--- src/rtl/vdma_pkg.sv ---
package vdma_pkg;
   localparam int CMD_W      = 32;
   localparam int CNT_W      = 12;
   localparam int POS_W      = 12;
   localparam int DT_W       = 3;
   localparam int STEP_BYTES = 8;

   typedef enum logic [2:0] {
      K_BAD, K_LINE, K_INL, K_JMP, K_SODD, K_SEVN
   } kind_e;

   typedef struct packed {
      kind_e             kind;
      logic              irq;
      logic [DT_W-1:0]   dtype;
      logic [POS_W-1:0]  pos;
      logic [CNT_W-1:0]  cnt;
   } dec_t;

   typedef enum logic [2:0] {
      S_IDLE, S_FETCH, S_DECODE, S_SYNC, S_WRITE, S_HALT
   } state_e;
endpackage

--- src/rtl/vdma_decode.sv ---
module vdma_decode
   import vdma_pkg::*;
(
   input  logic [CMD_W-1:0] cmd,
   output dec_t             dec
);
   always_comb begin
      dec.irq   = cmd[27];
      dec.dtype = cmd[26:24];
      dec.pos   = cmd[23:12];
      dec.cnt   = cmd[11:0];
      if (!cmd[31]) begin
         dec.kind = K_BAD;
      end else begin
         case (cmd[30:28])
            3'd1:    dec.kind = K_LINE;
            3'd2:    dec.kind = K_INL;
            3'd3:    dec.kind = K_JMP;
            3'd4:    dec.kind = K_SODD;
            3'd5:    dec.kind = K_SEVN;
            default: dec.kind = K_BAD;
         endcase
      end
   end
endmodule

--- src/rtl/vdma_field_gate.sv ---
module vdma_field_gate #(
   parameter bit EARLY_CAPTURE = 1'b0
) (
   input  logic clk,
   input  logic rst_n,
   input  logic odd_in,
   input  logic even_in,
   input  logic arm,
   input  logic consume,
   output logic odd_ok,
   output logic even_ok
);
   logic cap_en;
   logic odd_flag, even_flag;

   generate
      if (EARLY_CAPTURE) begin : g_early
         assign cap_en = 1'b1;
      end else begin : g_armed
         assign cap_en = arm;
      end
   endgenerate

   always_ff @(posedge clk) begin
      if (!rst_n || consume) begin
         odd_flag  <= 1'b0;
         even_flag <= 1'b0;
      end else begin
         odd_flag  <= odd_flag  | (odd_in  & cap_en);
         even_flag <= even_flag | (even_in & cap_en);
      end
   end

   assign odd_ok  = odd_flag  | odd_in;
   assign even_ok = even_flag | even_in;
endmodule

--- src/rtl/vdma_wr_hold.sv ---
module vdma_wr_hold
   import vdma_pkg::*;
#(
   parameter int ADDR_W = 32
) (
   input  logic              clk,
   input  logic              rst_n,
   input  logic              load,
   input  logic [ADDR_W-1:0] ld_addr,
   input  logic [POS_W-1:0]  ld_pos,
   input  logic [CNT_W-1:0]  ld_cnt,
   input  logic [DT_W-1:0]   ld_dtype,
   input  logic              ld_inline,
   input  logic              ack,
   output logic              req,
   output logic [ADDR_W-1:0] addr,
   output logic [POS_W-1:0]  pos,
   output logic [CNT_W-1:0]  cnt,
   output logic [DT_W-1:0]   dtype,
   output logic              inl,
   output logic              done
);
   always_ff @(posedge clk) begin
      if (!rst_n) begin
         req   <= 1'b0;
         addr  <= '0;
         pos   <= '0;
         cnt   <= '0;
         dtype <= '0;
         inl   <= 1'b0;
      end else if (load) begin
         req   <= 1'b1;
         addr  <= ld_addr;
         pos   <= ld_pos;
         cnt   <= ld_cnt;
         dtype <= ld_dtype;
         inl   <= ld_inline;
      end else if (req && ack) begin
         req   <= 1'b0;
      end
   end

   assign done = req & ack;

   // a pending request keeps its level and every field until acknowledged
   p_req_hold_r6: assert property (@(posedge clk) disable iff (!rst_n)
      (req && !ack) |=> (req && $stable(addr) && $stable(pos) && $stable(cnt)
                         && $stable(dtype) && $stable(inl)));
endmodule

--- src/rtl/vdma_seq.sv ---
module vdma_seq
   import vdma_pkg::*;
#(
   parameter int ADDR_W        = 32,
   parameter bit EARLY_CAPTURE = 1'b0
) (
   input  logic              clk,
   input  logic              rst_n,
   input  logic              start,
   input  logic [ADDR_W-1:0] base_addr,
   output logic [ADDR_W-1:0] imem_addr,
   input  logic [CMD_W-1:0]  imem_cmd,
   input  logic [ADDR_W-1:0] imem_arg,
   input  logic              odd_start,
   input  logic              even_start,
   output logic              wr_req,
   output logic [ADDR_W-1:0] wr_addr,
   output logic [POS_W-1:0]  wr_pos,
   output logic [CNT_W-1:0]  wr_count,
   output logic [DT_W-1:0]   wr_dtype,
   output logic              wr_inline,
   input  logic              wr_ack,
   output logic              irq,
   output logic              err,
   output logic              busy
);
   localparam logic [ADDR_W-1:0] STEP = ADDR_W'(STEP_BYTES);

   generate
      if (ADDR_W < 4 || ADDR_W > 64) begin : g_bad_addr_w
         $error("vdma_seq: ADDR_W must lie in 4..64");
      end
   endgenerate

   state_e            state;
   logic [ADDR_W-1:0] pc;
   dec_t              dec;
   logic              want_odd, irq_pend, irq_q, err_q;
   logic              odd_ok, even_ok, sync_go, ld_wr, wr_done;

   vdma_decode u_dec (.cmd(imem_cmd), .dec(dec));

   vdma_field_gate #(.EARLY_CAPTURE(EARLY_CAPTURE)) u_gate (
      .clk(clk), .rst_n(rst_n), .odd_in(odd_start), .even_in(even_start),
      .arm(state == S_SYNC), .consume(sync_go),
      .odd_ok(odd_ok), .even_ok(even_ok)
   );

   assign ld_wr = (state == S_DECODE) && (dec.kind == K_LINE || dec.kind == K_INL);

   vdma_wr_hold #(.ADDR_W(ADDR_W)) u_wr (
      .clk(clk), .rst_n(rst_n), .load(ld_wr),
      .ld_addr(imem_arg), .ld_pos(dec.pos), .ld_cnt(dec.cnt),
      .ld_dtype(dec.dtype), .ld_inline(dec.kind == K_INL),
      .ack(wr_ack), .req(wr_req), .addr(wr_addr), .pos(wr_pos),
      .cnt(wr_count), .dtype(wr_dtype), .inl(wr_inline), .done(wr_done)
   );

   assign sync_go = (state == S_SYNC) && (want_odd ? odd_ok : even_ok);

   always_ff @(posedge clk) begin
      if (!rst_n) begin
         state    <= S_IDLE;
         pc       <= '0;
         want_odd <= 1'b0;
         irq_pend <= 1'b0;
         irq_q    <= 1'b0;
         err_q    <= 1'b0;
      end else begin
         irq_q <= 1'b0;
         case (state)
            S_IDLE, S_HALT: begin
               if (start) begin
                  pc    <= base_addr;
                  err_q <= 1'b0;
                  state <= S_FETCH;
               end
            end
            S_FETCH: state <= S_DECODE;
            S_DECODE: begin
               irq_pend <= dec.irq;
               case (dec.kind)
                  K_JMP: begin
                     pc    <= imem_arg;
                     irq_q <= dec.irq;
                     state <= S_FETCH;
                  end
                  K_SODD, K_SEVN: begin
                     want_odd <= (dec.kind == K_SODD);
                     state    <= S_SYNC;
                  end
                  K_LINE, K_INL: state <= S_WRITE;
                  default: begin
                     err_q <= 1'b1;
                     state <= S_HALT;
                  end
               endcase
            end
            S_SYNC: begin
               if (sync_go) begin
                  pc    <= pc + STEP;
                  irq_q <= irq_pend;
                  state <= S_FETCH;
               end
            end
            S_WRITE: begin
               if (wr_done) begin
                  pc    <= pc + STEP;
                  irq_q <= irq_pend;
                  state <= S_FETCH;
               end
            end
            default: state <= S_IDLE;
         endcase
      end
   end

   assign imem_addr = pc;
   assign irq       = irq_q;
   assign err       = err_q;
   assign busy      = (state != S_IDLE) && (state != S_HALT);

   // an accepted start points the fetch at the base and marks the block busy
   p_start_load_r2: assert property (@(posedge clk) disable iff (!rst_n)
      (start && !busy) |=> (busy && imem_addr == $past(base_addr)));
   // the error flag survives until a start arrives
   p_err_sticky_r3: assert property (@(posedge clk) disable iff (!rst_n)
      (err && !start) |=> err);
   // with the error flag up nothing is executing or requested
   p_err_parked_r3: assert property (@(posedge clk) disable iff (!rst_n)
      err |-> (!busy && !wr_req));
   // an unsatisfied sync keeps the fetch pointer where it is
   p_sync_stall_r8: assert property (@(posedge clk) disable iff (!rst_n)
      (state == S_SYNC && !sync_go) |=> (state == S_SYNC && $stable(pc)));
   // an acknowledged write moves the fetch on by one pair
   p_step_after_write_r9: assert property (@(posedge clk) disable iff (!rst_n)
      (state == S_WRITE && wr_done) |=> (imem_addr == $past(imem_addr) + STEP));
   // interrupts are single-cycle pulses
   p_irq_single_r10: assert property (@(posedge clk) disable iff (!rst_n)
      irq |=> !irq);
endmodule

--- config.mk ---
export PLATFORM = sky130hd
export DESIGN_NAME = vdma_seq
export DESIGN_NICKNAME = d
export VERILOG_FILES = /design/src/rtl/vdma_pkg.sv /design/src/rtl/vdma_decode.sv /design/src/rtl/vdma_field_gate.sv /design/src/rtl/vdma_wr_hold.sv /design/src/rtl/vdma_seq.sv
export SDC_FILE = /design/constraint.sdc
export NUM_CORES = 1
export LEC_CHECK = 0
export BUFFER_PORTS_ARGS = -buffer_cell sky130_fd_sc_hd__buf_2
export CAP_MARGIN = 15
export CORE_MARGIN = 4
export CORE_UTILIZATION = 52
export CTS_BUF_LIST = sky130_fd_sc_hd__clkbuf_16
export CTS_CLUSTER_SIZE = 10
export DETAILED_ROUTE_END_ITERATION = 12
export HOLD_SLACK_MARGIN = 0.08
export PLACE_DENSITY = 0.9
export SETUP_SLACK_MARGIN = 0.3
export SYNTH_ARGS = -nofsm -noshare
export SYNTH_HDL_FRONTEND = slang
export SYNTH_SLANG_ARGS = --single-unit
--- constraint.sdc ---
create_clock -name clk -period 6.5 [get_ports clk]
set_clock_uncertainty 0.2 [all_clocks]
set_input_delay 0.975 -clock clk [delete_from_list [all_inputs] [get_ports clk]]
set_output_delay 0.975 -clock clk [all_outputs]
set_load 0.01 [all_outputs]
==> results of run 1 <==
area by class of cell:
cell class	instances	area [µm²]
inverter	3	11.3
fill	793	3000
sequential	102	2040
clock buffer	9	225
timing repair buffer	204	1040
clock inverter	7	93.8
tap	111	139
multi-input combinational	490	2650
metal layers:
layer | track usage | up-vias | part of all wire
met1 | 0.356 | 2571 | 0.39
met2 | 0.483 | 331 | 0.47
met4 | 0.101 | 0 | 0.029
li1 | - | 2657 | -
met5 | 0 | - | 0
met3 | 0.0791 | 50 | 0.11
path summary, 6_finish.rpt:
path,to,depth (start not counted),slack (ns)
setup / recovery,u_wr.addr[23],6,3.29
hold / removal,u_wr.dtype[1],2,0.25
setup reg to reg,u_wr.addr[23],6,3.29
hold reg to reg,u_wr.dtype[1],2,0.25
cell families after synthesis:
family                   count (synthesis)  share of synthesized area
AO/OA/AOI/OAI                          211                      0.269
XOR/XNOR                                 1                    0.00180
adder cells (fa/ha/maj)                  1                    0.00257
buffers and inverters                   54                     0.0434
flip-flops                             102                      0.419
multiplexers                             3                    0.00617
AND/OR/NAND/NOR                        274                      0.258
tightest hold or removal path, stage by stage, from the launching register on:
cell	delay (ns)
dfxtp_1	0.31
nand2_1	0.05
a21oi_1	0.05
cell usage after synthesis, drive strengths merged, types with 3 or more instances:
cell | number | share of area
a31oi | 7 | 0.0090
o21a | 3 | 0.0046
inv | 3 | 0.0023
a22oi | 15 | 0.023
o31a | 8 | 0.014
a21oi | 100 | 0.10
and3 | 3 | 0.0039
nor3 | 11 | 0.011
nor2 | 32 | 0.025
nand4 | 13 | 0.018
nor4 | 11 | 0.014
a221oi | 7 | 0.013
o31ai | 5 | 0.0077
a222oi | 4 | 0.0082
a211oi | 5 | 0.0077
a22o | 7 | 0.013
dfxtp | 102 | 0.42
nand4b | 3 | 0.0054
nand3 | 8 | 0.0092
o21ai | 24 | 0.025
and2 | 6 | 0.0080
nor2b | 5 | 0.0064
o22ai | 6 | 0.0077
buf | 4 | 0.0049
clkbuf | 47 | 0.036
nand2b | 3 | 0.0039
mux2i | 3 | 0.0062
and4 | 3 | 0.0054
nand2 | 162 | 0.12
a21o | 3 | 0.0046
o211ai | 7 | 0.011
o32ai | 8 | 0.014
flip-flops by register name (all words and copies together) (netlist names), 3 cells and up:
name / count
u_wr.cnt: 12
state: 3
u_wr.dtype: 3
u_wr.addr: 32
u_wr.pos: 12
imem_addr: 32
metrics by stage:
| step | hold WS [ns] | setup slack, ns | instances |
|---|---|---|---|
| floorplan | 0.233 | 3.77 | 646 |
| global placement | 0.238 | 3.38 | 910 |
| detailed placement | 0.244 | 3.21 | 910 |
| CTS | 0.254 | 3.36 | 926 |
| global route | 0.278 | 3.02 | 926 |
| finish | 0.253 | 3.29 | 926 |
power by group:
group          switching [mW]  internal (mW)  leakage [nW]
clock                   0.264          0.309         0.152
combinational           0.264          0.174          1.61
sequential             0.0927          0.680         0.828
==> results.json, run 1 <==
{
  "grt_overflow": 0,
  "critPathLaunch": "state[1]",
  "status": "finished clean",
  "max_freq_mhz": 312,
  "yosys_warnings": 0,
  "p_per_area_nw_per_um2": 288,
  "post-route-period-util": 0.493,
  "worstSkewPairLatency_ns": 0.34,
  "seq_area_frac_synth": 0.419,
  "crit_family": "simple AND/OR/NAND/NOR gates",
  "synth_nets": 749,
  "clkSinkCount": 102,
  "crit_top_cell": "nand2_1",
  "drc": 0,
  "syn_area_per_cell_um2": 7.54,
  "grt_max_degree": 53,
  "final_util": 0.674,
  "syn_to_final_growth_pct": 27.3,
  "drt_pre_antenna_iters": 5,
  "required_ns": 6.56,
  "ys_ff_latch": 102,
  "cts_buffer_depth": 2,
  "n_antenna_cell": 0,
  "synth-edff-count": 0,
  "hold_class": "register to register",
  "layout_commonest_cell": "buf_2",
  "grt_pass1_wl_um": 26400,
  "die_x_um": 105,
  "drive_above_1_share": 0.286,
  "root_buffer": "clkbuf_16",
  "async_flop_share": 0,
  "vias": 5609,
  "start_util": 0.530,
  "power_mw": 1.78,
  "cts_buffers": 9,
  "ant_nets": 0,
  "ctsHoldBuffers": 0,
  "dp_hpwl_um": 11200,
  "antenna_found_initial": 0,
  "nNetsFinal": 913,
  "gp_congestion": 0.896,
  "htree_levels": 3,
  "cpPeakStageDelay_ns": 0.72,
  "wl_um": 16200,
  "numPortBuffers": 197,
  "path_buf_inv": 1,
  "r2r-start": "state[1]",
  "crit_chain": "nor2b_1, nand2_1, nor2_4, buf_4, nand2_1, a21oi_1",
  "worst_ep_arrival_time_ns": 3.27,
  "drv_cap": 0,
  "rsz0062_at_grt": "false",
  "ys_types": 50,
  "slowest_stage": "dfxtp_1",
  "core_area_um2": 9200,
  "cts_tree": "yes",
  "hold_viol_final": 0,
  "critPathMaxFanout": 40,
  "p_leak_nw": 2.59,
  "stdcell_area_um2": 6200,
  "hp-start": "u_wr.dtype[1]",
  "worstSetupEndpointType": "register",
  "die_area_um2": 11000,
  "fin_tns_setup_ns": 0,
  "die_y_um": 105,
  "timing_worst_setup_path_type": "register to register",
  "placed_area_um2": 5880,
  "crit_path_start_kind": "register",
  "cts_setup_buffers": 0,
  "syn-cell-area_um2": 4870,
  "min_period_ns": 3.21,
  "wl_per_cell_um": 17.4,
  "cts_resized": 0,
  "finalSetupViolations": 0,
  "clk_pin_slew_ns": 0.08,
  "maxSlewViolCount": 0,
  "viasPerCell": 6.06,
  "worst_pin_slew_ns": 0.827,
  "ios": 198,
  "layout_common_cells": "197 x buf_2, 162 x nand2_1, 102 x dfxtp_1, 99 x a21oi_1, 31 x nor2_1",
  "ir_worst_vdd_v": 0.000198,
  "fp-row-count": 35,
  "grt_pass1_vias": 5438,
  "track_usage": 0.288,
  "drtIter0Drc": 447,
  "synth_top_flop_cell": "dfxtp_1",
  "syn_inst": 646,
  "maxSlewHeadroom": 0.448
}
Power figures use the tool's default switching activity.
==> inputs of run 2 (changes only) <==
CORE_UTILIZATION = 49   (was 52)
PLACE_DENSITY = 0.86   (was 0.9)
clock period = 2.97 ns   (was 6.5 ns; I/O delays follow)
==> run 2 against run 1 <==
Compared with the run above: critical path depth did not move; clock power rose by 110%; sequential power rose by 110%; first-iteration DRC count fell by 27%; worst setup slack got worse by 2.9 ns; final area rose by 2.4%; register-to-register slack got worse by 2.9 ns; utilization fell by 2.2 points; maximum frequency rose by 25%; global-route usage fell by 3.1 points; cell count rose by 3.6%.
==> results.json, run 2 (synthesis gave the netlist of run 1 again) <==
{
  "p_leak_nw": 2.66,
  "use_met1": 0.338,
  "drive_above_1_share": 0.300,
  "maxSlewHeadroom": 0.532,
  "drtIter0Drc": 326,
  "fp-row-count": 36,
  "r2r-start": "imem_addr[3]",
  "fillers": 904,
  "clkSinkCount": 102,
  "slowest_stage": "or4_4",
  "cts_buffer_depth": 2,
  "syn_to_final_growth_pct": 30.3,
  "cts_buffers": 9,
  "worstSetupEndpointType": "register",
  "r2r.worst_path.cells": 6,
  "drv_cap": 0,
  "p_per_area_nw_per_um2": 611,
  "grt_pass1_vias": 4926,
  "timing.rr.end": "imem_addr[27]",
  "placed_area_um2": 6050,
  "drc": 0,
  "root_buffer": "clkbuf_16",
  "grtUsageMet3": 0.0672,
  "critPathMaxFanout": 9,
  "crit_family": "simple AND/OR/NAND/NOR gates",
  "hp-start": "imem_cmd[4]",
  "whs_endpoint": "u_wr.cnt[4]",
  "ir_worst_vdd_v": 0.000361,
  "fin_tns_setup_ns": 0,
  "die_x_um": 108,
  "path_buf_inv": 0,
  "maxSlewViolCount": 0,
  "antenna_found_initial": 0,
  "regArea_um2": 2040,
  "wl_um": 15400,
  "cts_tree": "yes",
  "grt_busiest_layer": "met2",
  "globalRouteMet2Util": 0.420,
  "worst_pin_slew_ns": 0.695,
  "n_antenna_cell": 0,
  "numPortBuffers": 197,
  "die_y_um": 108,
  "hold_class": "primary input to register",
  "whs_path_depth": 3,
  "r2r_slack_ns": 0.40,
  "post-route-period-util": 0.865,
  "final_util": 0.652,
  "status": "finished clean",
  "layout_common_cells": "197 x buf_2, 162 x nand2_1, 100 x dfxtp_1, 99 x a21oi_1, 31 x nor2_1",
  "start_util": 0.501,
  "hold_viol_final": 0,
  "drt_pre_antenna_iters": 6,
  "crit_top_cell": "or4_4",
  "grt_overflow": 0,
  "viasPerCell": 5.70,
  "stdcell_area_um2": 6350,
  "holdWs_ns": 0.122,
  "rsz0062_at_grt": "false",
  "wl_per_cell_um": 16.1,
  "grt_pass1_wl_um": 24300,
  "layout_commonest_cell": "buf_2",
  "multiInputGateArea_um2": 2660,
  "vias": 5466,
  "finalSetupViolations": 0,
  "core_area_um2": 9730,
  "timing_worst_setup_path_type": "register to register",
  "max_freq_mhz": 389,
  "track_usage": 0.258,
  "clk_pin_slew_ns": 0.08,
  "nNetsFinal": 924,
  "crit_path_start_kind": "register",
  "worstSkewPairLatency_ns": 0.35,
  "htree_levels": 3,
  "crit_chain": "ha_2, nand3_2, or4_4, or4_4, o31a_1, o22ai_1",
  "cpPeakStageDelay_ns": 0.56,
  "ant_nets": 0,
  "required_ns": 3.05,
  "min_period_ns": 2.57,
  "grt_max_degree": 47,
  "worst_ep_arrival_time_ns": 2.65,
  "gp_congestion": 0.886,
  "die_area_um2": 11600,
  "dp_hpwl_um": 11000,
  "ios": 198
}
## run 2: layer usage
layer	share of wire	wire, µm
met5	0	0
met4	0.015	225
met3	0.096	1480
met2	0.47	7270
met1	0.42	6430
## run 2: how the worst max path moves through the flow
stage          cells past startpoint            end    startpoint
6_report                           6  imem_addr[27]  imem_addr[3]
3_5_place_dp                       6  imem_addr[27]  imem_addr[3]
5_1_grt                            6  imem_addr[27]  imem_addr[3]
3_3_place_gp                       6  imem_addr[27]  imem_addr[3]
4_1_cts                            6   imem_addr[4]      state[0]
2_1_floorplan                      7  imem_addr[27]  imem_addr[3]
## run 2: through the flow
| stage | power (mW) | std cells | worst slack (ns) |
|---|---|---|---|
| 2_1_floorplan | 2.26 | 646 | 0.363 |
| 3_3_place_gp | 2.69 | 943 | 0.368 |
| 3_5_place_dp | 2.70 | 943 | 0.325 |
| 4_1_cts | 3.88 | 959 | 0.397 |
| 5_1_grt | 4.05 | 959 | 0.330 |
| 6_report | 3.88 | 959 | 0.400 |
## run 2: tightest hold or removal path, cell delays in order
cell,delay [ns]
buf_2,0.10
nand2_1,0.04
a21oi_1,0.05
## run 2: timing repair
action / CTS / global route
endpoints found under the setup margin: 1 / 13
resized for setup: 0 / 1
hold buffers: 0 / 0
pin swaps: 1 / 0
buffers inserted: 0 / 0
## run 2: power breakdown
group,internal [mW],switching (mW)
clock network,0.597,0.582
logic,0.432,0.600
registers,1.49,0.174
## run 2: cell type report
type,instances,share of cell area
clock buffers,9,0.0355
clock inverters,7,0.0116
inverters,3,0.00177
multi-input cells,490,0.418
flip-flops and latches,102,0.322
well taps,133,0.0262
repair buffers,215,0.185
